[config.mk]
export PLATFORM = sky130hd
export DESIGN_NAME = bt_host_window
export DESIGN_NICKNAME = d
export VERILOG_FILES = /design/src/rtl/bt_win_pkg.sv /design/src/rtl/bt_win_ctrl.sv /design/src/rtl/bt_win_inbuf.sv /design/src/rtl/bt_win_outbuf.sv /design/src/rtl/bt_host_window.sv
export SDC_FILE = /design/constraint.sdc
export NUM_CORES = 1
export LEC_CHECK = 0
export BUFFER_PORTS_ARGS = -buffer_cell sky130_fd_sc_hd__buf_2
export CORE_MARGIN = 2
export CORE_UTILIZATION = 51
export CTS_BUF_LIST = sky130_fd_sc_hd__clkbuf_8
export DETAILED_ROUTE_END_ITERATION = 8
export PLACE_DENSITY = 0.76
export SETUP_SLACK_MARGIN = 0.05
export SLEW_MARGIN = 5
export SYNTH_ARGS = -nofsm -noshare
export SYNTH_HDL_FRONTEND = slang
export SYNTH_SLANG_ARGS = --single-unit
[constraint.sdc]
create_clock -name clk -period 3.6 [get_ports clk]
set_input_delay 0.36 -clock clk [delete_from_list [all_inputs] [get_ports clk]]
set_output_delay 0.36 -clock clk [all_outputs]
set_load 0.02 [all_outputs]
[src/rtl/bt_win_pkg.sv]
package bt_win_pkg;

  typedef enum logic [1:0] {
    OFS_CTRL = 2'd0,
    OFS_DATA = 2'd1,
    OFS_MASK = 2'd2,
    OFS_NONE = 2'd3
  } bt_ofs_e;

  // control register bit positions (host-visible, decoded by software)
  localparam int unsigned CB_CLR_WR = 0;
  localparam int unsigned CB_CLR_RD = 1;
  localparam int unsigned CB_H2B    = 2;
  localparam int unsigned CB_B2H    = 3;
  localparam int unsigned CB_SMS    = 4;
  localparam int unsigned CB_HBUSY  = 6;
  localparam int unsigned CB_BBUSY  = 7;

  localparam logic [7:0] CMD_BITS  = 8'hDF;
  localparam logic [7:0] IDLE_BYTE = 8'hFF;

endpackage

[src/rtl/bt_win_ctrl.sv]
module bt_win_ctrl
  import bt_win_pkg::*;
(
  input  logic       clk,
  input  logic       rst,
  input  logic       wr_en,
  input  logic [7:0] wdata,
  input  logic       svc_done,
  input  logic       svc_sms,
  output logic [7:0] ctrl_byte,
  output logic       clr_wr,
  output logic       clr_rd,
  output logic       req_o,
  output logic       b2h_o,
  output logic       sms_o
);

  logic [7:0] cmd;
  logic hbusy_q, bbusy_q, b2h_q, sms_q, req_q;

  assign cmd    = wr_en ? (wdata & CMD_BITS) : 8'h00;
  assign clr_wr = cmd[CB_CLR_WR];
  assign clr_rd = cmd[CB_CLR_RD];

  always_ff @(posedge clk) begin
    if (rst) begin
      hbusy_q <= 1'b0;
      bbusy_q <= 1'b0;
      b2h_q   <= 1'b0;
      sms_q   <= 1'b0;
      req_q   <= 1'b0;
    end else begin
      req_q <= cmd[CB_H2B];
      if (cmd[CB_HBUSY]) hbusy_q <= ~hbusy_q;
      if (cmd[CB_H2B])   bbusy_q <= 1'b1;
      else if (svc_done) bbusy_q <= 1'b0;
      if (svc_done)      b2h_q <= 1'b1;
      else if (cmd[CB_B2H]) b2h_q <= 1'b0;
      if (svc_sms)       sms_q <= 1'b1;
      else if (cmd[CB_SMS]) sms_q <= 1'b0;
    end
  end

  always_comb begin
    ctrl_byte           = 8'h00;
    ctrl_byte[CB_B2H]   = b2h_q;
    ctrl_byte[CB_SMS]   = sms_q;
    ctrl_byte[CB_HBUSY] = hbusy_q;
    ctrl_byte[CB_BBUSY] = bbusy_q;
  end

  assign req_o = req_q;
  assign b2h_o = b2h_q;
  assign sms_o = sms_q;

  // a request strobe always coincides with service busy
  assert_req_busy_R6: assert property (@(posedge clk) disable iff (rst)
    req_q |-> bbusy_q);

  // toggle command inverts host busy
  assert_hbusy_toggle_R5: assert property (@(posedge clk) disable iff (rst)
    (wr_en && wdata[CB_HBUSY]) |=> (hbusy_q != $past(hbusy_q)));

  // reply-ready pulse always leaves the attention flag raised
  assert_done_sets_atn_R4: assert property (@(posedge clk) disable iff (rst)
    svc_done |=> b2h_q);

endmodule

[src/rtl/bt_win_inbuf.sv]
module bt_win_inbuf #(
  parameter int unsigned DEPTH = 64,
  parameter int unsigned LEN_W = 8,
  localparam int unsigned AW   = $clog2(DEPTH)
) (
  input  logic             clk,
  input  logic             rst,
  input  logic             wr_en,
  input  logic [7:0]       wdata,
  input  logic             clr,
  input  logic [AW-1:0]    svc_addr,
  output logic [LEN_W-1:0] len,
  output logic [7:0]       svc_data
);

  logic [7:0]       mem [DEPTH];
  logic [LEN_W-1:0] len_q;
  logic [7:0]       rd_q;
  logic             fits;

  assign fits = len_q < LEN_W'(DEPTH);

  // simple dual-port memory: host write port, service read port
  always_ff @(posedge clk) begin
    if (wr_en && fits) mem[len_q[AW-1:0]] <= wdata;
    rd_q <= mem[svc_addr];
  end

  always_ff @(posedge clk) begin
    if (rst)        len_q <= '0;
    else if (clr)   len_q <= '0;
    else if (wr_en) len_q <= len_q + LEN_W'(1);
  end

  assign len      = len_q;
  assign svc_data = rd_q;

  // every data write counts, in range or not
  assert_len_step_R7: assert property (@(posedge clk) disable iff (rst)
    (wr_en && !clr) |=> (len_q == $past(len_q) + LEN_W'(1)));

  // clear command empties the inbound count
  assert_clr_wr_R8: assert property (@(posedge clk) disable iff (rst)
    clr |=> (len_q == '0));

endmodule

[src/rtl/bt_win_outbuf.sv]
module bt_win_outbuf
  import bt_win_pkg::*;
#(
  parameter int unsigned DEPTH = 64,
  parameter int unsigned LEN_W = 8,
  localparam int unsigned AW   = $clog2(DEPTH)
) (
  input  logic             clk,
  input  logic             rst,
  input  logic             rd_en,
  input  logic             clr_rd,
  input  logic             ld_we,
  input  logic [AW-1:0]    ld_addr,
  input  logic [7:0]       ld_data,
  input  logic             len_we,
  input  logic [LEN_W-1:0] len_val,
  output logic [7:0]       rd_byte
);

  logic [7:0]       mem [DEPTH];
  logic [LEN_W-1:0] pos_q, len_q;
  logic [7:0]       dout_q;
  logic             empty_q;
  logic             avail;

  assign avail = pos_q < len_q;

  // simple dual-port memory: service write port, host read port
  always_ff @(posedge clk) begin
    if (ld_we) mem[ld_addr] <= ld_data;
    if (rd_en) dout_q <= mem[pos_q[AW-1:0]];
  end

  always_ff @(posedge clk) begin
    if (rst) begin
      pos_q   <= '0;
      len_q   <= '0;
      empty_q <= 1'b1;
    end else begin
      if (rd_en) empty_q <= ~avail;
      if (len_we) begin
        len_q <= len_val;
        pos_q <= '0;
      end else if (rd_en && avail) begin
        if (pos_q + LEN_W'(1) == len_q) begin
          pos_q <= '0;
          len_q <= '0;
        end else begin
          pos_q <= pos_q + LEN_W'(1);
        end
      end else if (clr_rd) begin
        pos_q <= '0;
      end
    end
  end

  assign rd_byte = empty_q ? IDLE_BYTE : dout_q;

  // position stays inside the pending message, or rests at zero
  assert_pos_bound_R9: assert property (@(posedge clk) disable iff (rst)
    (pos_q < len_q) || (pos_q == '0));

  // rewind command returns the read position to zero
  assert_rewind_R10: assert property (@(posedge clk) disable iff (rst)
    (clr_rd && !len_we) |=> (pos_q == '0));

  // a length load restarts the read position
  assert_len_load_R11: assert property (@(posedge clk) disable iff (rst)
    len_we |=> (pos_q == '0 && len_q == $past(len_val)));

endmodule

[src/rtl/bt_host_window.sv]
module bt_host_window
  import bt_win_pkg::*;
#(
  parameter int unsigned DEPTH = 64,
  parameter int unsigned LEN_W = 8,
  localparam int unsigned AW   = $clog2(DEPTH)
) (
  input  logic             clk,
  input  logic             rst,
  input  logic             bus_wr,
  input  logic             bus_rd,
  input  logic [1:0]       bus_addr,
  input  logic [7:0]       bus_wdata,
  output logic [7:0]       bus_rdata,
  output logic             mask_wr_o,
  output logic [7:0]       mask_wdata_o,
  input  logic [7:0]       mask_rdata_i,
  output logic             req_o,
  output logic             b2h_atn_o,
  output logic             sms_atn_o,
  input  logic             svc_done,
  input  logic             svc_sms,
  output logic [LEN_W-1:0] in_len_o,
  input  logic [AW-1:0]    svc_in_addr,
  output logic [7:0]       svc_in_data,
  input  logic             svc_out_we,
  input  logic [AW-1:0]    svc_out_addr,
  input  logic [7:0]       svc_out_data,
  input  logic             svc_out_len_we,
  input  logic [LEN_W-1:0] svc_out_len
);

  logic       wr_ctrl, wr_data, wr_mask, rd_data;
  logic [7:0] ctrl_byte, out_byte;
  logic       clr_wr, clr_rd;
  bt_ofs_e    sel_q;
  logic [7:0] ctrl_snap_q, mask_snap_q;
  logic       mask_wr_q;
  logic [7:0] mask_wdata_q;

  assign wr_ctrl = bus_wr && (bus_addr == OFS_CTRL);
  assign wr_data = bus_wr && (bus_addr == OFS_DATA);
  assign wr_mask = bus_wr && (bus_addr == OFS_MASK);
  assign rd_data = bus_rd && (bus_addr == OFS_DATA);

  bt_win_ctrl u_ctrl (
    .clk       (clk),
    .rst       (rst),
    .wr_en     (wr_ctrl),
    .wdata     (bus_wdata),
    .svc_done  (svc_done),
    .svc_sms   (svc_sms),
    .ctrl_byte (ctrl_byte),
    .clr_wr    (clr_wr),
    .clr_rd    (clr_rd),
    .req_o     (req_o),
    .b2h_o     (b2h_atn_o),
    .sms_o     (sms_atn_o)
  );

  bt_win_inbuf #(.DEPTH(DEPTH), .LEN_W(LEN_W)) u_inbuf (
    .clk      (clk),
    .rst      (rst),
    .wr_en    (wr_data),
    .wdata    (bus_wdata),
    .clr      (clr_wr),
    .svc_addr (svc_in_addr),
    .len      (in_len_o),
    .svc_data (svc_in_data)
  );

  bt_win_outbuf #(.DEPTH(DEPTH), .LEN_W(LEN_W)) u_outbuf (
    .clk     (clk),
    .rst     (rst),
    .rd_en   (rd_data),
    .clr_rd  (clr_rd),
    .ld_we   (svc_out_we),
    .ld_addr (svc_out_addr),
    .ld_data (svc_out_data),
    .len_we  (svc_out_len_we),
    .len_val (svc_out_len),
    .rd_byte (out_byte)
  );

  always_ff @(posedge clk) begin
    if (rst) begin
      sel_q        <= OFS_NONE;
      ctrl_snap_q  <= 8'h00;
      mask_snap_q  <= 8'h00;
      mask_wr_q    <= 1'b0;
      mask_wdata_q <= 8'h00;
    end else begin
      mask_wr_q <= wr_mask;
      if (wr_mask) mask_wdata_q <= bus_wdata;
      if (bus_rd) begin
        sel_q       <= bt_ofs_e'(bus_addr);
        ctrl_snap_q <= ctrl_byte;
        mask_snap_q <= mask_rdata_i;
      end
    end
  end

  always_comb begin
    case (sel_q)
      OFS_CTRL: bus_rdata = ctrl_snap_q;
      OFS_DATA: bus_rdata = out_byte;
      OFS_MASK: bus_rdata = mask_snap_q;
      default:  bus_rdata = IDLE_BYTE;
    endcase
  end

  assign mask_wr_o    = mask_wr_q;
  assign mask_wdata_o = mask_wdata_q;

  // the unused offset reads as all ones
  assert_unmapped_R1: assert property (@(posedge clk) disable iff (rst)
    (bus_rd && bus_addr == 2'd3) |=> (bus_rdata == 8'hFF));

  // mask writes are forwarded one cycle later with their byte
  assert_mask_fwd_R12: assert property (@(posedge clk) disable iff (rst)
    wr_mask |=> (mask_wr_o && mask_wdata_o == $past(bus_wdata)));

  // host strobes are exclusive
  assert_strobe_excl_R1: assert property (@(posedge clk) disable iff (rst)
    !(bus_rd && bus_wr));

endmodule

== Yosys cells after proc, flatten, opt, wreduce, memory -nomap -nowiden ==
Memory sizes are Yosys's and may differ from the RTL's. A register that Yosys moved wholly into a read port is not among the register bits.
Index checks and enable logic that the tools add are counted.

* Add/sub/neg operators: 2
* Order comparisons: 2
* Eq/ne operators: 5
* Multiplexer cells: 19
* Bitwise operators: 2
* Reduce and logical (&&, ||, !) cells: 17

{| class="wikitable"
|+ Operators with widths
! cell !! number
|-
| 8-bit 2-to-1 mux || 7
|-
| 8-bit one-hot mux with 3 select lines || 1
|-
| 8-bit by 1-bit adder with 8-bit output (second input constant) || 2
|-
| 2-bit nonzero test || 6
|-
| 1-bit 2-to-1 mux || 10
|-
| 8-bit equality test || 1
|-
| 8-bit by 7-bit < comparator with 1-bit output (second input constant) || 1
|-
| 8-bit < comparator || 1
|-
| 7-bit 2-to-1 mux || 1
|-
| 1-bit logical AND || 6
|-
| 2-bit by 1-bit equality test with 1-bit output (second input constant) || 2
|-
| 2-bit equality test (second input constant) || 2
|-
| 2-bit zero test || 2
|-
| 2-bit OR reduction || 2
|-
| 1-bit inverter || 2
|-
| 2-bit AND reduction || 1
|}

* Bits in registers: 53
* Memory bits (writable): 1,024
* Input port bits: 54
* Output and inout port bits: 36
* Memories: 2

{| class="wikitable"
|+ Memories
! memory !! words !! width !! rd ports !! clocked after Yosys merged registers in !! wr ports !! RTL line !! source
|-
| u_inbuf.mem || 64 || 8 || 1 || 1 || 1 || bt_win_inbuf.sv:16 || <nowiki>logic [7:0] mem [DEPTH];</nowiki>
|-
| u_outbuf.mem || 64 || 8 || 1 || 1 || 1 || bt_win_outbuf.sv:20 || <nowiki>logic [7:0] mem [DEPTH];</nowiki>
|}

== Longest topological paths before layout ==
Gate-level depths: netlist (run 1).

* Word-level depth: 5
* Gate-level depth with buffers: 13
* Gate-level depth less buffers: 9

== Hierarchy ==
A second synthesis (run 1) with hierarchy kept.

* Cell total of the unflattened synthesis: 2,121
* Area, all modules: 43,165.1 um2

{| class="wikitable"
|+ By module, submodules not included
! module !! times used !! cells each !! area an instance (um2)
|-
| bt_win_outbuf || 1 || 1,009 || 21,187.8
|-
| bt_win_inbuf || 1 || 965 || 20,468.4
|-
| bt_host_window || 1 || 118 || 1,252.5
|-
| bt_win_ctrl || 1 || 29 || 256.5
|}

== Least setup slack after synthesis (run 1) ==
OpenSTA, ideal clock, no wires.

* Path kind: reg2reg
* Start: register u_outbuf.pos_q[0]
* End: register u_outbuf.pos_q[3]
* Arrival time: 2.446 ns
* Required time: 3.540 ns
* Slack: 1.094 ns
* Cell stages (with the launch flop): 13
* Period minus slack after synthesis: 2.506 ns
* Path through: dfxtp_1 -> buf_4 -> buf_4 -> buf_2 -> inv_1 -> ha_1 -> nor2b_1 -> o211ai_1 -> a31o_2 -> and3_1 -> a211oi_1 -> a22oi_1 -> nand2_1

* Cells in the longest elaborated chain, start to end: 4
* Elaborated cells on any way between the ends: 7

{| class="wikitable"
|+ RTL lines
! item !! RTL line !! source
|-
| start, declared || bt_win_outbuf.sv:21 || <nowiki>logic [LEN_W-1:0] pos_q, len_q;</nowiki>
|-
| start signal, assigned || bt_win_outbuf.sv:49 || <nowiki>pos_q <= pos_q + LEN_W'(1);</nowiki>
|-
| 8-bit by 1-bit adder with 8-bit output || bt_win_outbuf.sv:45, bt_win_outbuf.sv:49 ||
|-
| 8-bit equality test || bt_win_outbuf.sv:45 || <nowiki>if (pos_q + LEN_W'(1) == len_q) begin</nowiki>
|-
| 8-bit 2-to-1 mux || bt_win_outbuf.sv:45 ||
|-
| 8-bit 2-to-1 mux || bt_win_outbuf.sv:44 || <nowiki>end else if (rd_en && avail) begin</nowiki>
|}

Several ways; a longest one is shown, not always the timed one.
A chain may end at the register's enable or synchronous reset.

== Final worst setup path (run 1) ==
* Start: register u_outbuf.pos_q[0]
* End: register u_outbuf.pos_q[2]

Same word-level chain as after synthesis.

==> metrics.txt, run 1 <==
Worst Path Class, Setup reg2reg; worst rel slew slack 0.182; CTS H-tree lvls 4; sequential-to-total area share from yosys stat 0.758; Initial Utilization 0.517; final clock skew 0.0419 ns; registers with the most flip-flops u_inbuf.mem: 512 flops, u_outbuf.mem: 512 flops; global-route usage over all layers 0.225; mean instance size in the synthesized netlist ~21 um^2; clock share of power 0.391; Most used DFF post-synth edfxtp_1; pin slew with the least headroom to its limit between 1 and 1.5 ns; Psw 5500 uW; number of buffers between clock root and the deepest sink 3; Endpoint, Worst Hold u_outbuf.mem[34][4]$_DFFE_PP_; register bit count reported by yosys 1093; Synth warnings 0; hold path depth 1; net switching fraction of the power 0.223; number of flops mapped to enable cells by yosys 1032; per-cell via count in the routed design slightly above 6; Detailed Route Iter0 Violations approximately 2900; average routed wire per standard cell 27.7 um; power density of the placed cells a little over 500 nW/um^2; Post-Route Hold Slack 0.0875 ns; Final setup viols 0; number of primary I/O pins 90; placement-stage worst setup slack 0.569 ns; wire length reported by the detailed router 95100 um; data arrival time of the worst path 3.77 ns; height of the die 293 um; DP Wirelength 59200 um; start point of the worst min-delay path svc_out_data[4]; number of DRC violations after detailed routing 0; cell area after technology mapping 42500 um^2; clock transition at the registers of the reported paths ~0.070 ns; achievable frequency ~0.33 GHz; post-route minimum period 3.02 ns; CTS tree done; RSZ-0062 raised after global routing false; sort of element at the start of the critical path register; MaxCap Viol Count 0; Synth async-reset ratio 0; total die area 85700 um^2; Via Count 21200; critical register-to-register path startpoint u_outbuf.pos_q[0]$_SDFFE_PP0P_; die boundary width 293 um; CTS sink cnt 1093; leakage power total 0.0151 uW; count of input and output buffers 89; peak supply drop roughly 320 uV; result of the run finished, final reports clean; number of detailed-route iterations in the first pass 6; depth of the worst register-to-register path 9; clock insertion delay at the later pin of the skew report around 0.84 ns; master cell of the clock root buffer clkbuf_8; Synth cell types 51; endpoint of the most critical register-to-register path u_outbuf.pos_q[2]$_SDFFE_PP0P_; combinational power share 0.041; Final Cycle Share 0.839; number of antenna violations at the first check in global routing 1; final worst-path setup slack 0.579 ns; Internal Power 19200 uW; pin count of the biggest net entering global routing 68; number of fill cells in the layout between 5000 and 6000; routability cong. ~0.86; remaining global-route overflow 0; type of the most critical hold path in2reg; first-pass GRT wire length 141000 um; worst reg-to-reg setup slack 0.58 ns; register cell area after layout around 32000 um^2; synthesized net count 2055; number of cells produced by synthesis 1991; fraction of final layout cells with drive strength greater than 1 0.293; Worst Setup End Kind register; CP Data Required Time 4.35 ns; Std-Cell Rows between 100 and 150; final hold violations 0; antenna violation net count after detailed routing 0; Layout Area Growth over Synthesis 12.3%; Max Fanout on Critical Path 54; accumulated negative setup slack 0 ns; sequential power share 0.568; area of the multi-input gates between 9000 and 10000 um^2; vias in the first global route about 22000; Placeable Area around 82000 um^2; count of final max-slew check failures 0; TritonCTS buffer count roughly 170; buffers inserted during post-CTS setup optimization 0; net count reported at finish about 2300
==> worst max-delay path: stages, from the launching register on <==
cell and delay (ns):
dfxtp_4 0.41, buf_12 0.37, ha_1 0.34, and3_1 0.29, nand3_1 0.12, o2bb2ai_1 0.15
a211o_1 0.32, a211oi_2 0.63, a21oi_1 0.15, mux2i_1 0.16
==> routing by layer <==
metal,GRT usage,share of wire,vias up
met3,0.0575,0.10,156
met1,0.318,0.39,11000
li1,-,-,8757
met4,0.0690,0.023,0
met2,0.349,0.48,1264
met5,0,0,-
==> power groups by stage <==
stage	sequential (uW)	clock, uW	combinational (uW)
global route	14000	10300	1070
CTS	14000	9800	1020
detailed placement	14300	0	991
floorplan	14300	0	513
finish	14000	9650	1010
global placement	14300	0	966
==> metrics by stage <==
stage | std cells | utilization | total power [uW] | area [um^2]
after floorplan | 1991 | - | 14800 | 42500
after global placement | 3098 | 0.539 | 15300 | 44300
after detailed placement | 3098 | 0.539 | 15300 | 44300
after CTS | 3430 | 0.580 | 24800 | 47700
after global routing | 3431 | 0.580 | 25400 | 47700
final | 3431 | 0.580 | 24700 | 47700
==> placed cells by master (no fill, tap or decap), drive strengths merged, types with 11 or more instances in the layout <==
master	n
a21oi	14
mux4	320
nand3	15
dlygate4sd3	25
clkbuf	174
clkinv	65
inv	71
a211oi	11
o21ai	18
dfxtp	61
nand2	59
edfxtp	1032
nor2b	19
buf	143
o22ai	20
mux2i	26
nor2	175
==> cell type report <==
class	count	area share
multi-input combinational	779	0.204
timing repair buffer	169	0.0258
clock buffer	173	0.0499
inverter	12	0.000944
sequential	1093	0.675
clock inverter	134	0.0162
tap	1070	0.0280
antenna	1	0.0000524
==> repair_timing <==
item	4_1_cts	5_1_grt
endpoints found under the hold margin	65	0
hold buffers	25	0
gates resized for setup	0	0
==> worst max-delay path by stage <==
stage | from | endpoint | slack, ns | cells past startpoint
after floorplan | u_outbuf.pos_q[0]$_SDFFE_PP0P_ | u_outbuf.pos_q[3]$_SDFFE_PP0P_ | 1.09 | 12
after global placement | u_outbuf.pos_q[0]$_SDFFE_PP0P_ | u_outbuf.pos_q[7]$_SDFFE_PP0P_ | 0.61 | 9
after detailed placement | u_outbuf.pos_q[0]$_SDFFE_PP0P_ | u_outbuf.pos_q[7]$_SDFFE_PP0P_ | 0.57 | 9
after CTS | u_outbuf.pos_q[0]$_SDFFE_PP0P_ | u_outbuf.pos_q[4]$_SDFFE_PP0P_ | 0.56 | 9
after global routing | u_outbuf.pos_q[0]$_SDFFE_PP0P_ | u_outbuf.pos_q[5]$_SDFFE_PP0P_ | 0.27 | 9
final | u_outbuf.pos_q[0]$_SDFFE_PP0P_ | u_outbuf.pos_q[2]$_SDFFE_PP0P_ | 0.58 | 9
==> cell usage after synthesis (11+ instances only) <==
library cell | n | area [um^2]
o22ai_1 | 20 | 125
mux4_2 | 320 | 7210
nor2_1 | 175 | 657
nand3_1 | 15 | 75.1
nand2_1 | 59 | 221
buf_2 | 29 | 145
mux2i_1 | 26 | 260
dfxtp_1 | 61 | 1220
a21oi_1 | 14 | 70.1
edfxtp_1 | 1032 | 31000
o21ai_0 | 18 | 90.1
clkbuf_1 | 57 | 214
nor2b_1 | 19 | 119
inv_1 | 11 | 41.3
buf_1 | 11 | 41.3
==> logic make-up (layout without fill, tap and decap cells) <==
| logic type | Yosys count | after routing | share of synthesized area |
|---|---|---|---|
| XOR/XNOR | 16 | 16 | 0.00330 |
| multiplexers | 346 | 346 | 0.176 |
| adder cells (fa/ha/maj) | 10 | 10 | 0.00294 |
| AND/OR/NAND/NOR | 310 | 310 | 0.0319 |
| buffers and inverters | 119 | 488 | 0.0127 |
| other | 0 | 1 | 0 |
| AO/OA/AOI/OAI | 97 | 97 | 0.0155 |
| flip-flops | 1093 | 1093 | 0.758 |
Power figures use the tool's default switching activity.
==> run 2: changes to the inputs <==
clock period = 3 ns   (was 3.6 ns; I/O delays follow)
==> metrics.txt, run 2 (synthesis gave the netlist of run 1 again) <==
result of the run finished, final reports clean; met1 global-route usage 0.309; RSZ-0062 raised after global routing false; antenna violation net count after detailed routing 0; busiest layer in global routing met2; final hold violations 0; most frequent cells in the layout edfxtp_1, mux4_2, nor2_1, clkbuf_8, buf_4; CTS sink cnt 1093; type of the most critical hold path in2reg; net count reported at finish about 2400; final core utilization 0.591; worst path cell trace buf_12, nand4_1, nor2_1, nand2_1, a2111oi_4, a211oi_4, buf_12, a21oi_1, mux2i_1; post-route minimum period 2.87 ns; number of detailed-route iterations in the first pass 6; remaining global-route overflow 0; number of primary I/O pins 90; met3 usage in global routing 0.0527; critical register-to-register path startpoint u_outbuf.pos_q[1]$_SDFFE_PP0P_; sort of element at the start of the critical path register; Final setup viols 0; Cell Area, Placed 45100 um^2; first-pass GRT wire length 141000 um; number of buffer and inverter instances along the worst setup path 2; average routed wire per standard cell around 27 um; clock insertion delay at the later pin of the skew report 0.81 ns; master cell of the clock root buffer clkbuf_8; Placeable Area 82200 um^2; Endpoint, Worst Hold ctrl_snap_q[3]$_SDFFE_PP0P_; Largest stage delay, worst path 0.56 ns; hold path depth 4; Via Count roughly 22000; wire length reported by the detailed router 94000 um; vias in the first global route 22100; accumulated negative setup slack 0 ns; worst rel slew slack 0.194; count of final max-slew check failures 0; power density of the placed cells between 600 and 700 nW/um^2; depth of the worst register-to-register path 9; CTS tree done; start point of the worst min-delay path bus_rd; number of logic stages on the critical path including buffering 9; peak supply drop 426 uV; final clock skew 0.0418 ns; number of fill cells in the layout 5624; routability cong. between 0.8 and 0.9; Finished Cell Area approximately 49000 um^2; worst reg-to-reg setup slack between 0.1 and 0.15 ns; Critical-path top delay cell dfxtp_4; Initial Utilization 0.517; registers with the most flip-flops u_inbuf.mem: 512 flops, u_outbuf.mem: 512 flops; TritonCTS buffer count 168; number of DRC violations after detailed routing 0; global-route usage over all layers 0.223; die boundary width 293 um; endpoint of the most critical register-to-register path u_outbuf.pos_q[2]$_SDFFE_PP0P_; Max Fanout on Critical Path 43; CTS H-tree lvls 4; total die area between 80000 and 90000 um^2; number of antenna violations at the first check in global routing 3; achievable frequency 0.349 GHz; per-cell via count in the routed design 6.08; Detailed Route Iter0 Violations 2717; Layout Area Growth over Synthesis 14.4%; DP Wirelength 59100 um; CP dominant cell by count buf_12; CP Data Required Time 3.67 ns; data arrival time of the worst path approximately 3.5 ns; pin slew with the least headroom to its limit 1.21 ns; commonest non-fill, non-tap cell in the layout edfxtp_1; Design Power about 30000 uW; gate family responsible for the most delay along the worst path compound AO/OA/AOI/OAI gates; MaxCap Viol Count 0; leakage power total 0.0157 uW; Std-Cell Rows ~110; number of buffers between clock root and the deepest sink 3; fraction of final layout cells with drive strength greater than 1 0.314; Worst Path Class, Setup reg2reg; GR met2 Demand/Resource 0.356; Worst Setup End Kind register; clock transition at the registers of the reported paths about 0.060 ns; count of input and output buffers a little under 90; Final Cycle Share 0.956; pin count of the biggest net entering global routing 65; height of the die 293 um
==> run 2: cell types whose count changed in the layout (fill, tap and decap cells not counted), moves of 3 or more <==
cell,change
clkinv_2,-11
clkinvlp_4,-4
inv_1,+9
buf_4,+97
clkbuf_8,-3
dlygate4sd3_1,+18
buf_12,+5
==> run 2: repair_timing <==
item | 4_1_cts | 5_1_grt
pin swaps | 0 | 2
gates cloned | 0 | 0
hold endpoints to repair | 90 | 0
endpoints found under the setup margin | 5 | 16
hold buffers | 43 | 0
gates resized for setup | 1 | 3
setup buffers | 0 | 3
==> run 2: worst max-delay path by stage <==
stage	startpoint	end	slack, ns
floorplan	u_outbuf.pos_q[0]$_SDFFE_PP0P_	u_outbuf.pos_q[3]$_SDFFE_PP0P_	0.49
global placement	u_outbuf.pos_q[0]$_SDFFE_PP0P_	u_outbuf.pos_q[6]$_SDFFE_PP0P_	0.17
detailed placement	u_outbuf.pos_q[0]$_SDFFE_PP0P_	u_outbuf.pos_q[5]$_SDFFE_PP0P_	-0.04
CTS	u_outbuf.pos_q[1]$_SDFFE_PP0P_	u_outbuf.pos_q[2]$_SDFFE_PP0P_	0.05
finish	u_outbuf.pos_q[1]$_SDFFE_PP0P_	u_outbuf.pos_q[2]$_SDFFE_PP0P_	0.13
global route	u_outbuf.pos_q[0]$_SDFFE_PP0P_	u_outbuf.pos_q[2]$_SDFFE_PP0P_	0.02
==> run 2: area by class of cell <==
cell class	count	area [um^2]	share of cell area
flip-flops and latches	1093	32200	0.663
repair buffers	290	2270	0.0466
inverters	12	45.0	0.000926
well taps	1070	1340	0.0275
multi-input cells	779	9760	0.201
clock inverters	125	657	0.0135
diodes	2	5.00	0.000103
clock buffers	170	2340	0.0481
==> run 2: power by group <==
| group | internal, uW | switching (uW) | leakage (uW) |
|---|---|---|---|
| logic | 495 | 755 | 0.00419 |
| registers | 16800 | 51.4 | 0.00978 |
| clock network | 5490 | 5640 | 0.00174 |
| total | 22800 | 6450 | 0.0157 |
==> run 2: per-stage QoR <==
step / hold WS (ns) / cells / setup WS, ns
final: 0.0628 / 3541 / 0.131
after global routing: 0.0286 / 3540 / 0.0209
after CTS: 0.000534 / 3536 / 0.0539
after detailed placement: 0.484 / 3198 / -0.0407
after global placement: 0.470 / 3198 / 0.168
after floorplan: 0.399 / 1991 / 0.494
==> run 2: worst min-delay path, cell delays in order <==
cell,delay (ns)
buf_2,0.11
buf_4,0.21
mux2i_1,0.14
nor2_1,0.07
==> run 2: layer usage <==
layer  routed length, um  part of all wire
met2               46600              0.50
met3                8080             0.086
met4                2240             0.024
met5                  21           0.00022
met1               37100              0.39
==> run 3: changes to the inputs <==
ABC_CLOCK_PERIOD_IN_PS = 3300   (was not set)
clock period = 3.3 ns   (was 3 ns; I/O delays follow)
==> metrics.txt, run 3 (synthesis gave the netlist of run 1 again) <==
result of the run finished, final reports clean; final clock skew between 0.02 and 0.025 ns; Placeable Area about 80000 um^2; net switching fraction of the power 0.215; commonest non-fill, non-tap cell in the layout edfxtp_1; routability cong. between 0.8 and 0.9; number of DRC violations after detailed routing 0; Psw 5810 uW; master cell of the clock root buffer clkbuf_8; Std-Cell Rows 105; combinational power share 0.042; remaining global-route overflow 0; CTS sink cnt 1093; Design Power around 27000 uW; first-pass GRT wire length 142000 um; wire length reported by the detailed router 95300 um; Cell Area, Placed 44800 um^2; placed cell count 3158; average routed wire per standard cell about 27 um; CTS tree done; count of final max-slew check failures 0; number of buffers between clock root and the deepest sink 3; most frequent cells in the layout edfxtp_1, mux4_2, clkbuf_8, nor2_1, buf_4; RSZ-0062 raised after global routing false; power density of the placed cells 559 nW/um^2; accumulated negative setup slack 0 ns; die boundary width 293 um; count of input and output buffers between 80 and 90; achievable frequency approximately 0.34 GHz; vias in the first global route 21800; per-cell via count in the routed design 6.13; Worst Path Class, Setup reg2reg; Via Count approximately 21000; Initial Utilization 0.517; Final Cycle Share 0.889; pin count of the biggest net entering global routing 65; Finished Cell Area 48300 um^2; number of primary I/O pins 90; worst rel slew slack 0.128; fraction of final layout cells with drive strength greater than 1 0.307; sort of element at the start of the critical path register; Worst Setup End Kind register; peak supply drop 423 uV; data arrival time of the worst path 3.65 ns; CTS H-tree lvls 4; clock share of power 0.393; number of detailed-route iterations in the first pass 6; MaxCap Viol Count 0; antenna violation net count after detailed routing 0; registers with the most flip-flops u_inbuf.mem: 512 flops, u_outbuf.mem: 512 flops; DP Wirelength between 50000 and 60000 um; post-route minimum period 2.93 ns; CP Data Required Time 4.02 ns; TritonCTS buffer count 166; leakage power total between 0.015 and 0.02 uW; final core utilization 0.588; sequential power share 0.566; net count reported at finish 2355; final hold violations 0; Detailed Route Iter0 Violations 2880; height of the die 293 um; Final setup viols 0; Internal Power 21200 uW; total die area around 86000 um^2; global-route usage over all layers 0.225; clock insertion delay at the later pin of the skew report 0.81 ns; Layout Area Growth over Synthesis 13.7%; number of antenna violations at the first check in global routing 6; pin slew with the least headroom to its limit 1.31 ns; type of the most critical hold path in2reg; Max Fanout on Critical Path 17; clock transition at the registers of the reported paths roughly 0.06 ns; final standard cell count with taps included and fillers excluded 3501
## run 3: changes by cell type in the layout (fill, tap and decap cells not counted), moves of 5 or more
cell           change
buf_4             -38
bufinv_16          +6
clkbuf_8           +5
clkinv_1           -7
clkinv_2           +8
clkinvlp_4         +6
dlygate4sd3_1      -8
## run 3: routing by layer
layer  vias to the layer above  share of wire  GRT usage
li1                       8874              -          -
met1                     11200           0.39      0.313
met2                      1177           0.49      0.357
met3                       184          0.095     0.0500
met4                        10          0.026     0.0762
met5                         -        0.00065          0
## run 3: stage by stage
step / hold slack (ns) / worst slack [ns]
after CTS: 0.0296 / 0.397
after global routing: 0.0671 / 0.177
after floorplan: 0.426 / 0.794
final: 0.0811 / 0.366
after global placement: 0.469 / 0.417
after detailed placement: 0.488 / 0.416
## run 3: worst paths after layout
check / from / endpoint / slack, ns / depth (start not counted)
min: bus_wdata[6] / u_inbuf.mem[3][6]$_DFFE_PP_ / 0.08 / 1
max reg2reg: u_outbuf.pos_q[1]$_SDFFE_PP0P_ / u_outbuf.pos_q[6]$_SDFFE_PP0P_ / 0.37 / 8
max: u_outbuf.pos_q[1]$_SDFFE_PP0P_ / u_outbuf.pos_q[6]$_SDFFE_PP0P_ / 0.37 / 8
min reg2reg: mask_wdata_o[3]$_SDFFE_PP0P_ / mask_wdata_o[3]$_SDFFE_PP0P_ / 0.50 / 2
## run 3: power by group through the flow
| stage | Combinational, uW | Clock [uW] | Sequential [uW] |
|---|---|---|---|
| after floorplan | 560 | 0 | 15600 |
| after global placement | 1050 | 0 | 15600 |
| after detailed placement | 1090 | 0 | 15600 |
| after CTS | 1120 | 10800 | 15300 |
| after global routing | 1190 | 11400 | 15300 |
| final | 1120 | 10600 | 15300 |
## run 3: cell type report
cell class | count | area [um^2]
Fill cell | 5647 | 33900
Sequential cell | 1093 | 32200
Multi-Input combinational cell | 779 | 9750
Clock buffer | 175 | 2410
Timing Repair Buffer | 239 | 1800
Tap cell | 1070 | 1340
Clock inverter | 132 | 778
Inverter | 12 | 45.0
Antenna cell | 1 | 2.50
## run 3: critical path: stages (launching register included)
cell       delay (ns)
dfxtp_4          0.54
ha_1             0.31
and3_1           0.30
nand3_1          0.15
o2bb2ai_1        0.16
a211o_1          0.33
a211oi_2         0.64
a21oi_1          0.21
mux2i_1          0.21
## run 3: repair_timing
action                                  in CTS  in global routing
resized for setup                            0                  0
endpoints found under the hold margin       91                  0
endpoints found under the setup margin       0                  0
setup buffers                                0                  0
hold buffers                                35                  0
